[src/rtl/sdio_dra_pkg.sv]
package sdio_dra_pkg;
    parameter int FUNC_W = 3;
    parameter int ADDR_W = 17;
    parameter int DATA_W = 8;
    parameter int IDX_W  = 6;
    localparam int PAYLOAD_W = 2 + IDX_W + 16 + 2 * DATA_W;

    typedef enum logic [1:0] {
        ST_IDLE   = 2'd0,
        ST_STROBE = 2'd1,
        ST_WAIT   = 2'd2,
        ST_REPLY  = 2'd3
    } dra_state_e;

    typedef struct packed {
        logic              write;
        logic              raw;
        logic [FUNC_W-1:0] func;
        logic [ADDR_W-1:0] addr;
        logic [DATA_W-1:0] wdata;
        logic              spi;
    } dra_cmd_t;
endpackage

[src/rtl/sdio_dra_decode.sv]
module sdio_dra_decode
    import sdio_dra_pkg::*;
#(
    parameter logic [(1<<FUNC_W)-1:0] FUNC_MASK  = 8'b0000_0111,
    parameter logic [ADDR_W-1:0]      RESET_ADDR = 17'd6,
    parameter int                     RESET_BIT  = 3
) (
    input  dra_cmd_t          cmd,
    output logic              out_of_range,
    output logic              reset_hit,
    output logic [DATA_W-1:0] wdata_eff
);
    localparam logic [DATA_W-1:0] RESET_MASK = DATA_W'(1) << RESET_BIT;

    always_comb begin
        out_of_range = !FUNC_MASK[cmd.func];
        reset_hit    = cmd.write && (cmd.func == '0) &&
                       (cmd.addr == RESET_ADDR) && cmd.wdata[RESET_BIT];
        wdata_eff    = reset_hit ? (cmd.wdata & ~RESET_MASK) : cmd.wdata;
    end
endmodule

[src/rtl/sdio_dra_ctrl.sv]
module sdio_dra_ctrl
    import sdio_dra_pkg::*;
(
    input  logic              clk,
    input  logic              rst_n,
    input  logic              cmd_valid,
    input  dra_cmd_t          cmd_in,
    input  logic              dec_range,
    input  logic              dec_reset,
    input  logic [DATA_W-1:0] dec_wdata,
    input  logic [DATA_W-1:0] bus_rdata,
    output logic              busy,
    output logic              bus_stb,
    output logic              io_reset,
    output logic              rsp_valid,
    output dra_cmd_t          cmd_q,
    output logic              range_q,
    output logic [DATA_W-1:0] wdata_q,
    output logic [DATA_W-1:0] data_q
);
    dra_state_e state, nxt;
    logic       reset_q;
    logic       accept;

    assign accept = (state == ST_IDLE) && cmd_valid;

    always_comb begin
        nxt = state;
        unique case (state)
            ST_IDLE:   if (cmd_valid) nxt = dec_range ? ST_REPLY : ST_STROBE;
            ST_STROBE: nxt = ST_WAIT;
            ST_WAIT:   nxt = ST_REPLY;
            ST_REPLY:  nxt = ST_IDLE;
        endcase
    end

    always_ff @(posedge clk or negedge rst_n) begin
        if (!rst_n) state <= ST_IDLE;
        else        state <= nxt;
    end

    always_ff @(posedge clk or negedge rst_n) begin
        if (!rst_n) begin
            cmd_q   <= '0;
            range_q <= 1'b0;
            reset_q <= 1'b0;
            wdata_q <= '0;
            data_q  <= '0;
        end else begin
            if (accept) begin
                cmd_q   <= cmd_in;
                range_q <= dec_range;
                reset_q <= dec_reset && !dec_range;
                wdata_q <= dec_wdata;
                if (dec_range) data_q <= '0;
            end
            if (state == ST_WAIT)
                data_q <= (cmd_q.write && !cmd_q.raw) ? cmd_q.wdata : bus_rdata;
        end
    end

    always_comb begin
        busy      = (state != ST_IDLE);
        bus_stb   = (state == ST_STROBE);
        io_reset  = (state == ST_STROBE) && reset_q;
        rsp_valid = (state == ST_REPLY);
    end

    a_r5_single_strobe: assert property (@(posedge clk) disable iff (!rst_n)
        bus_stb |=> !bus_stb);
    a_r5_reply_latency: assert property (@(posedge clk) disable iff (!rst_n)
        (rsp_valid && !range_q) |-> $past(bus_stb, 2));
    a_r6_range_fast_reply: assert property (@(posedge clk) disable iff (!rst_n)
        (accept && dec_range) |=> (rsp_valid && !bus_stb));
    a_r10_hold_while_busy: assert property (@(posedge clk) disable iff (!rst_n)
        (busy && !rsp_valid) |=> $stable(cmd_q));
    a_r1_idle_after_reply: assert property (@(posedge clk) disable iff (!rst_n)
        rsp_valid |=> !rsp_valid);
endmodule

[src/rtl/sdio_dra_format.sv]
module sdio_dra_format
    import sdio_dra_pkg::*;
#(
    parameter logic [IDX_W-1:0] CMD_INDEX = 6'd52
) (
    input  logic                 spi,
    input  logic                 range,
    input  logic [DATA_W-1:0]    data,
    output logic [PAYLOAD_W-1:0] payload
);
    logic [7:0] sd_flags;
    logic [7:0] spi_flags;

    always_comb begin
        sd_flags  = {2'b00, 2'b01, 2'b00, range, 1'b0};
        spi_flags = {3'b000, range, 4'b0000};
        if (spi)
            payload = {{(PAYLOAD_W - 8 - DATA_W){1'b0}}, spi_flags, data};
        else
            payload = {2'b00, CMD_INDEX, 16'h0000, sd_flags, data};
    end
endmodule

[src/rtl/sdio_direct_access.sv]
module sdio_direct_access
    import sdio_dra_pkg::*;
#(
    parameter logic [(1<<FUNC_W)-1:0] FUNC_MASK  = 8'b0000_0111,
    parameter logic [ADDR_W-1:0]      RESET_ADDR = 17'd6,
    parameter int                     RESET_BIT  = 3
) (
    input  logic                 clk,
    input  logic                 rst_n,
    input  logic                 cmd_valid,
    input  logic                 cmd_write,
    input  logic                 cmd_raw,
    input  logic [FUNC_W-1:0]    cmd_func,
    input  logic [ADDR_W-1:0]    cmd_addr,
    input  logic [DATA_W-1:0]    cmd_wdata,
    input  logic                 cmd_spi,
    output logic                 busy,
    output logic                 bus_stb,
    output logic                 bus_we,
    output logic [FUNC_W-1:0]    bus_func,
    output logic [ADDR_W-1:0]    bus_addr,
    output logic [DATA_W-1:0]    bus_wdata,
    input  logic [DATA_W-1:0]    bus_rdata,
    output logic                 io_reset,
    output logic                 rsp_valid,
    output logic [PAYLOAD_W-1:0] rsp_payload
);
    dra_cmd_t          cmd_in, cmd_q;
    logic              dec_range, dec_reset, range_q;
    logic [DATA_W-1:0] dec_wdata, wdata_q, data_q;

    assign cmd_in = '{write: cmd_write, raw: cmd_raw, func: cmd_func,
                      addr: cmd_addr, wdata: cmd_wdata, spi: cmd_spi};

    sdio_dra_decode #(
        .FUNC_MASK (FUNC_MASK),
        .RESET_ADDR(RESET_ADDR),
        .RESET_BIT (RESET_BIT)
    ) u_decode (
        .cmd         (cmd_in),
        .out_of_range(dec_range),
        .reset_hit   (dec_reset),
        .wdata_eff   (dec_wdata)
    );

    sdio_dra_ctrl u_ctrl (
        .clk      (clk),
        .rst_n    (rst_n),
        .cmd_valid(cmd_valid),
        .cmd_in   (cmd_in),
        .dec_range(dec_range),
        .dec_reset(dec_reset),
        .dec_wdata(dec_wdata),
        .bus_rdata(bus_rdata),
        .busy     (busy),
        .bus_stb  (bus_stb),
        .io_reset (io_reset),
        .rsp_valid(rsp_valid),
        .cmd_q    (cmd_q),
        .range_q  (range_q),
        .wdata_q  (wdata_q),
        .data_q   (data_q)
    );

    sdio_dra_format u_format (
        .spi    (cmd_q.spi),
        .range  (range_q),
        .data   (data_q),
        .payload(rsp_payload)
    );

    always_comb begin
        bus_we    = bus_stb && cmd_q.write;
        bus_func  = cmd_q.func;
        bus_addr  = cmd_q.addr;
        bus_wdata = wdata_q;
    end

    a_r9_reset_target: assert property (@(posedge clk) disable iff (!rst_n)
        io_reset |-> (bus_stb && bus_we && bus_func == '0 &&
                      bus_addr == RESET_ADDR && !bus_wdata[RESET_BIT]));
    a_r6_masked_no_strobe: assert property (@(posedge clk) disable iff (!rst_n)
        bus_stb |-> FUNC_MASK[bus_func]);
    a_r3_echo_write: assert property (@(posedge clk) disable iff (!rst_n)
        (rsp_valid && cmd_q.write && !cmd_q.raw && !range_q) |->
        (rsp_payload[DATA_W-1:0] == cmd_q.wdata));
endmodule

[config.mk]
export PLATFORM = sky130hd
export DESIGN_NAME = sdio_direct_access
export DESIGN_NICKNAME = d
export VERILOG_FILES = /design/src/rtl/sdio_dra_pkg.sv /design/src/rtl/sdio_dra_decode.sv /design/src/rtl/sdio_dra_ctrl.sv /design/src/rtl/sdio_dra_format.sv /design/src/rtl/sdio_direct_access.sv
export SDC_FILE = /design/constraint.sdc
export NUM_CORES = 1
export LEC_CHECK = 0
export BUFFER_PORTS_ARGS = -buffer_cell sky130_fd_sc_hd__buf_2
export CELL_PAD_IN_SITES_DETAIL_PLACEMENT = 1
export CELL_PAD_IN_SITES_GLOBAL_PLACEMENT = 2
export CORE_MARGIN = 8
export CORE_UTILIZATION = 30
export DETAILED_ROUTE_END_ITERATION = 8
export GPL_ROUTABILITY_DRIVEN = 0
export PLACE_DENSITY_LB_ADDON = 0.05
export SETUP_SLACK_MARGIN = 0.1
export SLEW_MARGIN = 20
export SYNTH_ARGS = -nofsm -noshare
export SYNTH_HDL_FRONTEND = slang
export SYNTH_SLANG_ARGS = --single-unit
[constraint.sdc]
create_clock -name clk -period 2.7 [get_ports clk]
set_clock_uncertainty 0.05 [all_clocks]
set_input_delay 0.675 -clock clk [delete_from_list [all_inputs] [get_ports clk]]
set_output_delay 0.675 -clock clk [all_outputs]
set_load 0.005 [all_outputs]
==> results.json, run 1 <==
{
  "status": "finished clean",
  "grt_first_pass_wirelength_um": 9560,
  "fillers": 897,
  "p_leak_nw": 1.39,
  "placed_cells": 348,
  "critPathKind": "reg2out",
  "place_hpwl_um": 4770,
  "ys_seq_area_share_pct": 46.4,
  "cp_slowest_stage_delay_ps": 410,
  "grt.met3_usage_pct": 3.62,
  "synth.distinct_cells": 28,
  "netlist_area_mm2": 0.00237,
  "top_usage_layer": "met2",
  "maxSlewViolCount": 0,
  "cts_buffer_depth": 2,
  "coreArea_mm2": 0.00769,
  "p_total_mw": 2.87,
  "cts_made_buffers": 5,
  "fin_nets": 300,
  "finalHoldViolations": 0,
  "n_antenna_cell": 0,
  "clk_latency_ps": 300,
  "globalRouteOverflowTotal": 0,
  "crit_path_start_kind": "flop",
  "cts_resized": 0,
  "fp-row-count": 32,
  "vias_per_cell": 4.16,
  "arrival_ps": 1350,
  "use_met1_pct": 13.8,
  "clkTransAtPathRegs_ps": 90,
  "vias": 1482,
  "initial_core_util_pct": 30.8,
  "synth_edf_count": 0,
  "final-seq-area_mm2": 0.00110,
  "required_ps": 1980,
  "critPathSlowestCell": "dfrtp_1",
  "hold_path.class": "in2async",
  "syn_to_final_growth_pct": 13.2,
  "powerDensity_mw_per_mm2": 1070,
  "dieArea_mm2": 0.0110,
  "synthFlopType": "dfrtp_1",
  "antenna_found_initial": 0,
  "wl_per_cell_um": 16.5,
  "dr.pass1.iters": 3,
  "die_x_um": 105,
  "synthCells": 192,
  "instances_no_fill": 356,
  "routed_wl_um": 5880,
  "grt_pass1_vias": 1744,
  "rsz0062_at_grt": "no",
  "ys_ff_latch": 44,
  "multi_input_area_um2": 887,
  "ir_drop_v": 0.000306,
  "fin_util_pct": 34.9,
  "grt_usage_pct": 10.9,
  "synth_top_cell_area_share_pct": 46.4,
  "ys_top_cells_by_area": "dfrtp_1 46%, buf_4 18%, mux2_2 14%",
  "drive_above_1_share_pct": 53.9,
  "relSlewSlack_pct": 59.9,
  "fmax_ghz": 0.482,
  "fin_crit_ps": 2080,
  "antenna_left": 0,
  "setup_viol": 0,
  "cts_tree": "done",
  "drv_cap": 0,
  "yosys_warnings": 0,
  "fin_setup_tns_ps": 0,
  "worstMarginPinSlew_ps": 602,
  "mostFrequentLayoutCell": "buf_2",
  "yosysTopAreaCell": "dfrtp_1",
  "setup.worst_path.end_class": "output port",
  "cts_hold_buffers": 0,
  "clock-sinks": 44,
  "cp_max_fo": 4,
  "syn_area_per_cell_um2": 12.3,
  "layout_common_cells": "87 x buf_2, 44 x dfrtp_1, 30 x mux2_2",
  "numPortBuffers": 87,
  "ctsRootBufferMaster": "clkbuf_8",
  "drc": 0,
  "fin_crit_sh_pct": 76.9,
  "grt_util_met2_pct": 16.7,
  "die_h_um": 105,
  "cts_htree_levels": 2,
  "postCtsSetupBuffers": 0,
  "crit_chain": "inv_1 -> ha_1 -> and2_1 -> buf_2",
  "drt-initial-drc-count": 67,
  "pin_count": 115,
  "async_reset_ff_share_pct": 100,
  "grt_max_degree": 20
}
[per-layer routing]
layer  part of all wire [%]  wire length (um)  up-vias
li1                       -                 -      694
met1                     46              2720      716
met2                     46              2690       64
met3                    6.3               368        8
met4                    1.6                93        0
met5                      0                 0        -
[where the power goes]
| group | internal, mW | total, mW | switching (mW) |
|---|---|---|---|
| combinational | 0.708 | 1.26 | 0.552 |
| sequential | 0.986 | 1.16 | 0.175 |
| clock | 0.210 | 0.452 | 0.242 |
| total | 1.90 | 2.87 | 0.968 |
[through the flow]
step	cell area, um^2	worst slack (ps)	hold slack, ps
after global placement	2590	776	432
final	2690	624	161
after floorplan	2470	1170	329
after global routing	2690	513	154
after CTS	2690	610	157
after detailed placement	2590	769	439
[layout make-up]
cell class / instances / share of cell area (%)
Multi-Input combinational cell: 108 / 33.0
Sequential cell: 44 / 41.0
Inverter: 4 / 0.559
Clock inverter: 2 / 0.513
Tap cell: 102 / 4.75
Timing Repair Buffer: 90 / 17.1
Clock buffer: 6 / 3.08
[kinds of logic after synthesis]
| kind of cell | Yosys count | synth area share, % |
|---|---|---|
| adders and majority gates | 5 | 2.64 |
| and+or+nand+nor | 20 | 5.28 |
| muxes | 39 | 19.7 |
| AOI/OAI and AO/OA | 17 | 5.49 |
| buffers and inverters | 66 | 20.3 |
| other | 1 | 0.158 |
| DFF | 44 | 46.4 |
[Yosys cell counts (3+ instances only)]
master and n:
a21oi_1 3, a22o_1 8, and2_1 4, buf_2 3, buf_4 57, dfrtp_1 44, ha_1 5, inv_1 4
mux2_2 30, mux2_4 8, nor4_1 3
[final timing paths]
| check | slack (ps) | startpoint | cells after the start | end |
|---|---|---|---|---|
| max in group asynchronous | 1900 | rst_n | 2 | u_ctrl.cmd_q[4]$_DFFE_PN0P_ |
| setup / recovery | 620 | u_ctrl.state[1]$_DFFE_PN0P_ | 4 | bus_we |
| hold / removal | 160 | rst_n | 1 | u_ctrl.cmd_q[28]$_DFFE_PN0P_ |
| setup reg to reg | 830 | u_ctrl.state[1]$_DFFE_PN0P_ | 5 | u_ctrl.reset_q$_DFFE_PN0P_ |
| hold reg to reg | 450 | u_ctrl.data_q[4]$_DFFE_PN0P_ | 1 | u_ctrl.data_q[4]$_DFFE_PN0P_ |
| min in group clk | 450 | u_ctrl.data_q[4]$_DFFE_PN0P_ | 1 | u_ctrl.data_q[4]$_DFFE_PN0P_ |
[worst max-delay path: cells and delay by family (launching register included)]
family        cells  cell delay [ps]
fa+ha+maj         1              240
buf+inv           2              230
flops             1              410
simple gates      1              170
[sequential cells by signal, indices dropped and copies added (netlist names)]
signal          flops
u_ctrl.reset_q      1
u_ctrl.wdata_q      8
u_ctrl.range_q      1
u_ctrl.data_q       8
u_ctrl.cmd_q       24
u_ctrl.state        2
Power figures use the tool's default switching activity.
==> run 2: changes to the inputs <==
--- a/config.mk
+++ b/config.mk
@@ -9,7 +9,7 @@
 export CELL_PAD_IN_SITES_DETAIL_PLACEMENT = 1
 export CELL_PAD_IN_SITES_GLOBAL_PLACEMENT = 2
 export CORE_MARGIN = 8
-export CORE_UTILIZATION = 30
+export CORE_UTILIZATION = 28
 export DETAILED_ROUTE_END_ITERATION = 8
 export GPL_ROUTABILITY_DRIVEN = 0
 export PLACE_DENSITY_LB_ADDON = 0.05
==> constraint.sdc (replaced) <==
create_clock -name clk -period 2.1 [get_ports clk]
set_clock_uncertainty 0.05 [all_clocks]
set_input_delay 0.525 -clock clk [delete_from_list [all_inputs] [get_ports clk]]
set_output_delay 0.525 -clock clk [all_outputs]
set_load 0.005 [all_outputs]
==> results.json, run 2 (same netlist as run 1, synthesis figures left out) <==
{
  "ir_drop_v": 0.000435,
  "clockPowerShare_pct": 17.0,
  "hold_path.class": "in2async",
  "fin_crit_ps": 1870,
  "grt_max_degree": 27,
  "whs_ps": 126,
  "vias_per_cell": 4.16,
  "rsz0062_at_grt": "no",
  "antenna_found_initial": 0,
  "critPathBufInv": 2,
  "crit_chain": "inv_1 -> ha_1 -> and2_1 -> buf_2",
  "cts_tree": "done",
  "cp_slowest_stage_delay_ps": 390,
  "drv_cap": 0,
  "placed_cell_area_mm2": 0.00262,
  "grt_first_pass_wirelength_um": 9590,
  "placed_cells": 353,
  "clk_latency_ps": 290,
  "die_h_um": 108,
  "dieArea_mm2": 0.0117,
  "top_usage_layer": "met2",
  "critPathKind": "reg2out",
  "cts_resized": 0,
  "drive_above_1_share_pct": 53.9,
  "powerDensity_mw_per_mm2": 1390,
  "finalHoldViolations": 0,
  "setup.worst_path.end_class": "output port",
  "drt-initial-drc-count": 38,
  "die_x_um": 108,
  "cts_buffer_depth": 2,
  "power_frac_seq_pct": 39.7,
  "max_flop_register": "u_ctrl.cmd_q",
  "globalRouteOverflowTotal": 0,
  "fin_nets": 302,
  "netSwitchingPower_mw": 1.24,
  "arrival_ps": 1290,
  "antenna_left": 0,
  "r2r_setup_slack_ps": 390,
  "p_total_mw": 3.78,
  "crit_family": "flip-flops",
  "worstMarginPinSlew_ps": 623,
  "use_met1_pct": 13.2,
  "required_ps": 1520,
  "grt_usage_pct": 10.5,
  "grt.met3_usage_pct": 3.63,
  "initial_core_util_pct": 28.9,
  "reg2reg_from": "u_ctrl.state[0]$_DFFE_PN0P_",
  "cts_hold_buffers": 0,
  "maxSlewViolCount": 0,
  "grt_util_met2_pct": 16.4,
  "pin_count": 115,
  "cp_max_fo": 4,
  "status": "finished clean",
  "clock-sinks": 44,
  "reg2reg_depth": 5,
  "wl_per_cell_um": 16.6,
  "postCtsSetupBuffers": 0,
  "p_comb_share_pct": 43.2,
  "coreArea_mm2": 0.00822,
  "fin_crit_sh_pct": 88.8,
  "fmax_ghz": 0.536,
  "numPortBuffers": 87,
  "place_hpwl_um": 4830,
  "routed_wl_um": 5990,
  "layout_common_cells": "87 x buf_2, 44 x dfrtp_1, 30 x mux2_2",
  "grt_pass1_vias": 1748,
  "p_leak_nw": 1.40,
  "fp-row-count": 33,
  "internal_power_mw": 2.55,
  "syn_to_final_growth_pct": 15.0,
  "top_regs": "u_ctrl.cmd_q: 24 flops, u_ctrl.data_q: 8 flops, u_ctrl.wdata_q: 8 flops",
  "mostFrequentLayoutCell": "buf_2",
  "critPathSlowestCell": "dfrtp_1",
  "relSlewSlack_pct": 58.5,
  "largest_register_ff_count": 24,
  "n_antenna_cell": 0,
  "vias": 1503,
  "drc": 0,
  "setup_viol": 0,
  "dr.pass1.iters": 4,
  "instances_no_fill": 361,
  "fin_setup_tns_ps": 0,
  "r2r-end": "u_ctrl.reset_q$_DFFE_PN0P_",
  "crit_start": "u_ctrl.state[1]$_DFFE_PN0P_",
  "cts_htree_levels": 2,
  "p_sw_share_pct": 32.7,
  "crit_path_start_kind": "flop",
  "clkTransAtPathRegs_ps": 80,
  "ctsRootBufferMaster": "clkbuf_8",
  "cts_made_buffers": 5,
  "fin_area_mm2": 0.00273
}
==> run 2: changes by cell type in the layout (fill, tap and decap cells not counted), sizes merged <==
cell	change
inv	-1
buf	+2
bufinv	+1
==> run 2: final cells by class <==
type | count | area, um^2
tap | 105 | 131
inverter | 4 | 15.0
clock inverter | 2 | 35.0
fill | 942 | 5490
timing repair buffer | 92 | 485
sequential | 44 | 1100
multi-input combinational | 108 | 887
clock buffer | 6 | 72.6
==> run 2: worst max-delay path by stage <==
stage / endpoint / slack [ps] / cells after the start
after floorplan: u_ctrl.cmd_q[29]$_DFFE_PN0P_ / 570 / 5
after global placement: u_ctrl.reset_q$_DFFE_PN0P_ / 430 / 5
after detailed placement: u_ctrl.reset_q$_DFFE_PN0P_ / 370 / 5
after CTS: bus_we / 180 / 4
after global routing: bus_we / 110 / 4
final: bus_we / 230 / 4
==> run 2: through the flow <==
stage / util, % / setup WS (ps)
floorplan: - / 568
global placement: 31.9 / 428
detailed placement: 31.9 / 366
CTS: 33.2 / 179
global route: 33.2 / 108
finish: 33.2 / 235
==> run 2: metal layers <==
| metal | part of all wire [%] | vias up |
|---|---|---|
| met4 | 0.82 | 0 |
| li1 | - | 700 |
| met5 | 0 | - |
| met3 | 7.7 | 5 |
| met2 | 46 | 65 |
| met1 | 46 | 733 |
==> run 2: power groups by stage <==
stage                     Clock (mW)  Sequential, mW  Combinational [mW]
after global placement             0            1.52                1.67
final                          0.645            1.50                1.64
after floorplan                    0            1.47                1.44
after global routing           0.714            1.57                1.82
after CTS                      0.688            1.51                1.69
after detailed placement           0            1.53                1.68
==> run 3: changes to the inputs <==
--- a/config.mk
+++ b/config.mk
@@ -5,11 +5,12 @@
 export SDC_FILE = /design/constraint.sdc
 export NUM_CORES = 1
 export LEC_CHECK = 0
+export ABC_AREA = 1
 export BUFFER_PORTS_ARGS = -buffer_cell sky130_fd_sc_hd__buf_2
 export CELL_PAD_IN_SITES_DETAIL_PLACEMENT = 1
 export CELL_PAD_IN_SITES_GLOBAL_PLACEMENT = 2
 export CORE_MARGIN = 8
-export CORE_UTILIZATION = 28
+export CORE_UTILIZATION = 25
 export DETAILED_ROUTE_END_ITERATION = 8
 export GPL_ROUTABILITY_DRIVEN = 0
 export PLACE_DENSITY_LB_ADDON = 0.05
==> results.json, run 3 <==
{
  "antenna_found_initial": 0,
  "p_leak_nw": 1.56,
  "status": "finished clean",
  "synth_top_cell_area_share_pct": 46.1,
  "crit_chain": "inv_1 -> ha_1 -> nand2_1 -> inv_1 -> buf_2",
  "mostFrequentLayoutCell": "buf_2",
  "cpMostUsedCell": "inv_1",
  "fillers": 1154,
  "fin_util_pct": 29.8,
  "cts_resized": 0,
  "top_regs": "u_ctrl.cmd_q: 24 flops, u_ctrl.data_q: 8 flops, u_ctrl.wdata_q: 8 flops",
  "largest_register_ff_count": 24,
  "hold_path.class": "in2async",
  "ys_seq_area_share_pct": 46.1,
  "fin_crit_sh_pct": 88.4,
  "cts_htree_levels": 2,
  "vias": 1863,
  "place_hpwl_um": 5220,
  "r2r_setup_slack_ps": 490,
  "critPathKind": "reg2out",
  "postCtsSetupBuffers": 0,
  "fin_nets": 399,
  "ys_ff_latch": 44,
  "grt_usage_pct": 10.9,
  "max_flop_register": "u_ctrl.cmd_q",
  "maxSlewViolCount": 0,
  "numPortBuffers": 87,
  "async_reset_ff_share_pct": 100,
  "cts_hold_buffers": 0,
  "finalHoldViolations": 0,
  "r2r-end": "u_ctrl.data_q[6]$_DFFE_PN0P_",
  "drc": 0,
  "setup.worst_path.end_class": "output port",
  "die_h_um": 114,
  "dieArea_mm2": 0.0129,
  "critPathBufInv": 3,
  "critPathSlowestCell": "dfrtp_1",
  "cts_tree": "done",
  "clk_latency_ps": 300,
  "reg2reg_from": "u_ctrl.state[0]$_DFFE_PN0P_",
  "vias_per_cell": 3.87,
  "fin_ws_ps": 244,
  "setup_viol": 0,
  "cp_max_fo": 4,
  "fp-row-count": 35,
  "clkTransAtPathRegs_ps": 90,
  "grt_pass1_vias": 2178,
  "drt-initial-drc-count": 47,
  "path_depth": 5,
  "fmax_ghz": 0.539,
  "crit_family": "flip-flops",
  "arrival_ps": 1280,
  "drive_above_1_share_pct": 28.9,
  "drv_cap": 0,
  "coreArea_mm2": 0.00924,
  "rsz0062_at_grt": "no",
  "syn_area_per_cell_um2": 8.20,
  "yosys_warnings": 0,
  "dr.pass1.iters": 4,
  "ys_top_cells_by_count": "86 x nand2_1, 58 x buf_4, 44 x dfrtp_1",
  "fin_crit_ps": 1860,
  "powerDensity_mw_per_mm2": 1290,
  "synth.most_common_cell": "nand2_1",
  "cp_slowest_stage_delay_ps": 410,
  "place_ws_ps": 462,
  "cts_buffer_depth": 2,
  "crit_path_start_kind": "flop",
  "routed_wl_um": 6870,
  "syn_to_final_growth_pct": 15.3,
  "ys_top_cells_by_area": "dfrtp_1 46%, buf_4 18%, nand2_1 14%",
  "ir_drop_v": 0.000373,
  "antenna_left": 0,
  "cts_made_buffers": 5,
  "clock-sinks": 44,
  "grt_max_degree": 45,
  "pin_count": 115,
  "synth_edf_count": 0,
  "wl_per_cell_um": 14.3,
  "grt_first_pass_wirelength_um": 11400,
  "die_x_um": 114,
  "synthCells": 291,
  "layout_common_cells": "87 x buf_2, 86 x nand2_1, 44 x dfrtp_1",
  "n_antenna_cell": 0,
  "initial_core_util_pct": 25.8,
  "yosysTopAreaCell": "dfrtp_1",
  "reg2reg_depth": 7,
  "netlist_area_mm2": 0.00239,
  "fin_setup_tns_ps": 0,
  "synthFlopType": "dfrtp_1",
  "globalRouteOverflowTotal": 0,
  "ctsRootBufferMaster": "clkbuf_8",
  "synth.distinct_cells": 19,
  "required_ps": 1520,
  "crit_start": "u_ctrl.state[1]$_DFFE_PN0P_"
}
==> run 3: changes by cell type after synthesis, sizes merged, moves of 2 or more <==
| cell | change |
|---|---|
| nor3 | -2 |
| nand3 | +11 |
| nor2b | -2 |
| and2 | -4 |
| o21ai | +30 |
| nor4 | -3 |
| nand2b | -2 |
| mux2 | -38 |
| a22o | -8 |
| nor2 | +21 |
| a21oi | -3 |
| nand2 | +84 |
| inv | +19 |
==> run 3: metrics by stage <==
stage	std cells	power (mW)	cell area, um^2	hold slack, ps
after floorplan	317	2.67	2480	179
after global placement	474	3.03	2660	407
after detailed placement	474	3.05	2660	413
after CTS	482	3.66	2750	155
after global routing	482	3.93	2750	153
final	482	3.54	2750	155
==> run 3: where the power goes <==
group	switching (mW)	leakage (nW)	total, mW	internal (mW)
logic	0.865	0.959	1.50	0.638
registers	0.228	0.548	1.47	1.24
clock network	0.304	0.0510	0.567	0.263
==> run 3: kinds of logic after synthesis <==
logic type               synth area share [%]
buffers and inverters                    23.6
flip-flops                               46.1
adder cells (fa/ha/maj)                  2.62
AO/OA/AOI/OAI                            7.03
AND/OR/NAND/NOR                          20.4
other                                   0.157
==> run 3: worst max path at each step <==
stage | to | slack [ps]
6_report | bus_we | 240
5_1_grt | bus_we | 130
4_1_cts | bus_we | 200
3_5_place_dp | u_ctrl.data_q[3]$_DFFE_PN0P_ | 460
3_3_place_gp | u_ctrl.data_q[4]$_DFFE_PN0P_ | 550
2_1_floorplan | bus_we | 740
==> run 3: final cells by class <==
type,count,area [um^2],share of cell area (%)
multi-input cells,187,818,29.8
clock buffers,6,82.6,3.00
clock inverters,2,10.0,0.364
repair buffers,91,490,17.8
well taps,129,161,5.87
flip-flops and latches,44,1100,40.0
inverters,23,86.3,3.14
==> run 3: routing by layer <==
metal  routed length, um  track usage (%)  part of all wire (%)
met3                 471             3.49                   6.9
met2                3230             18.1                    47
met4                  33             2.40                  0.48
met5                   0                0                     0
met1                3140             13.6                    46
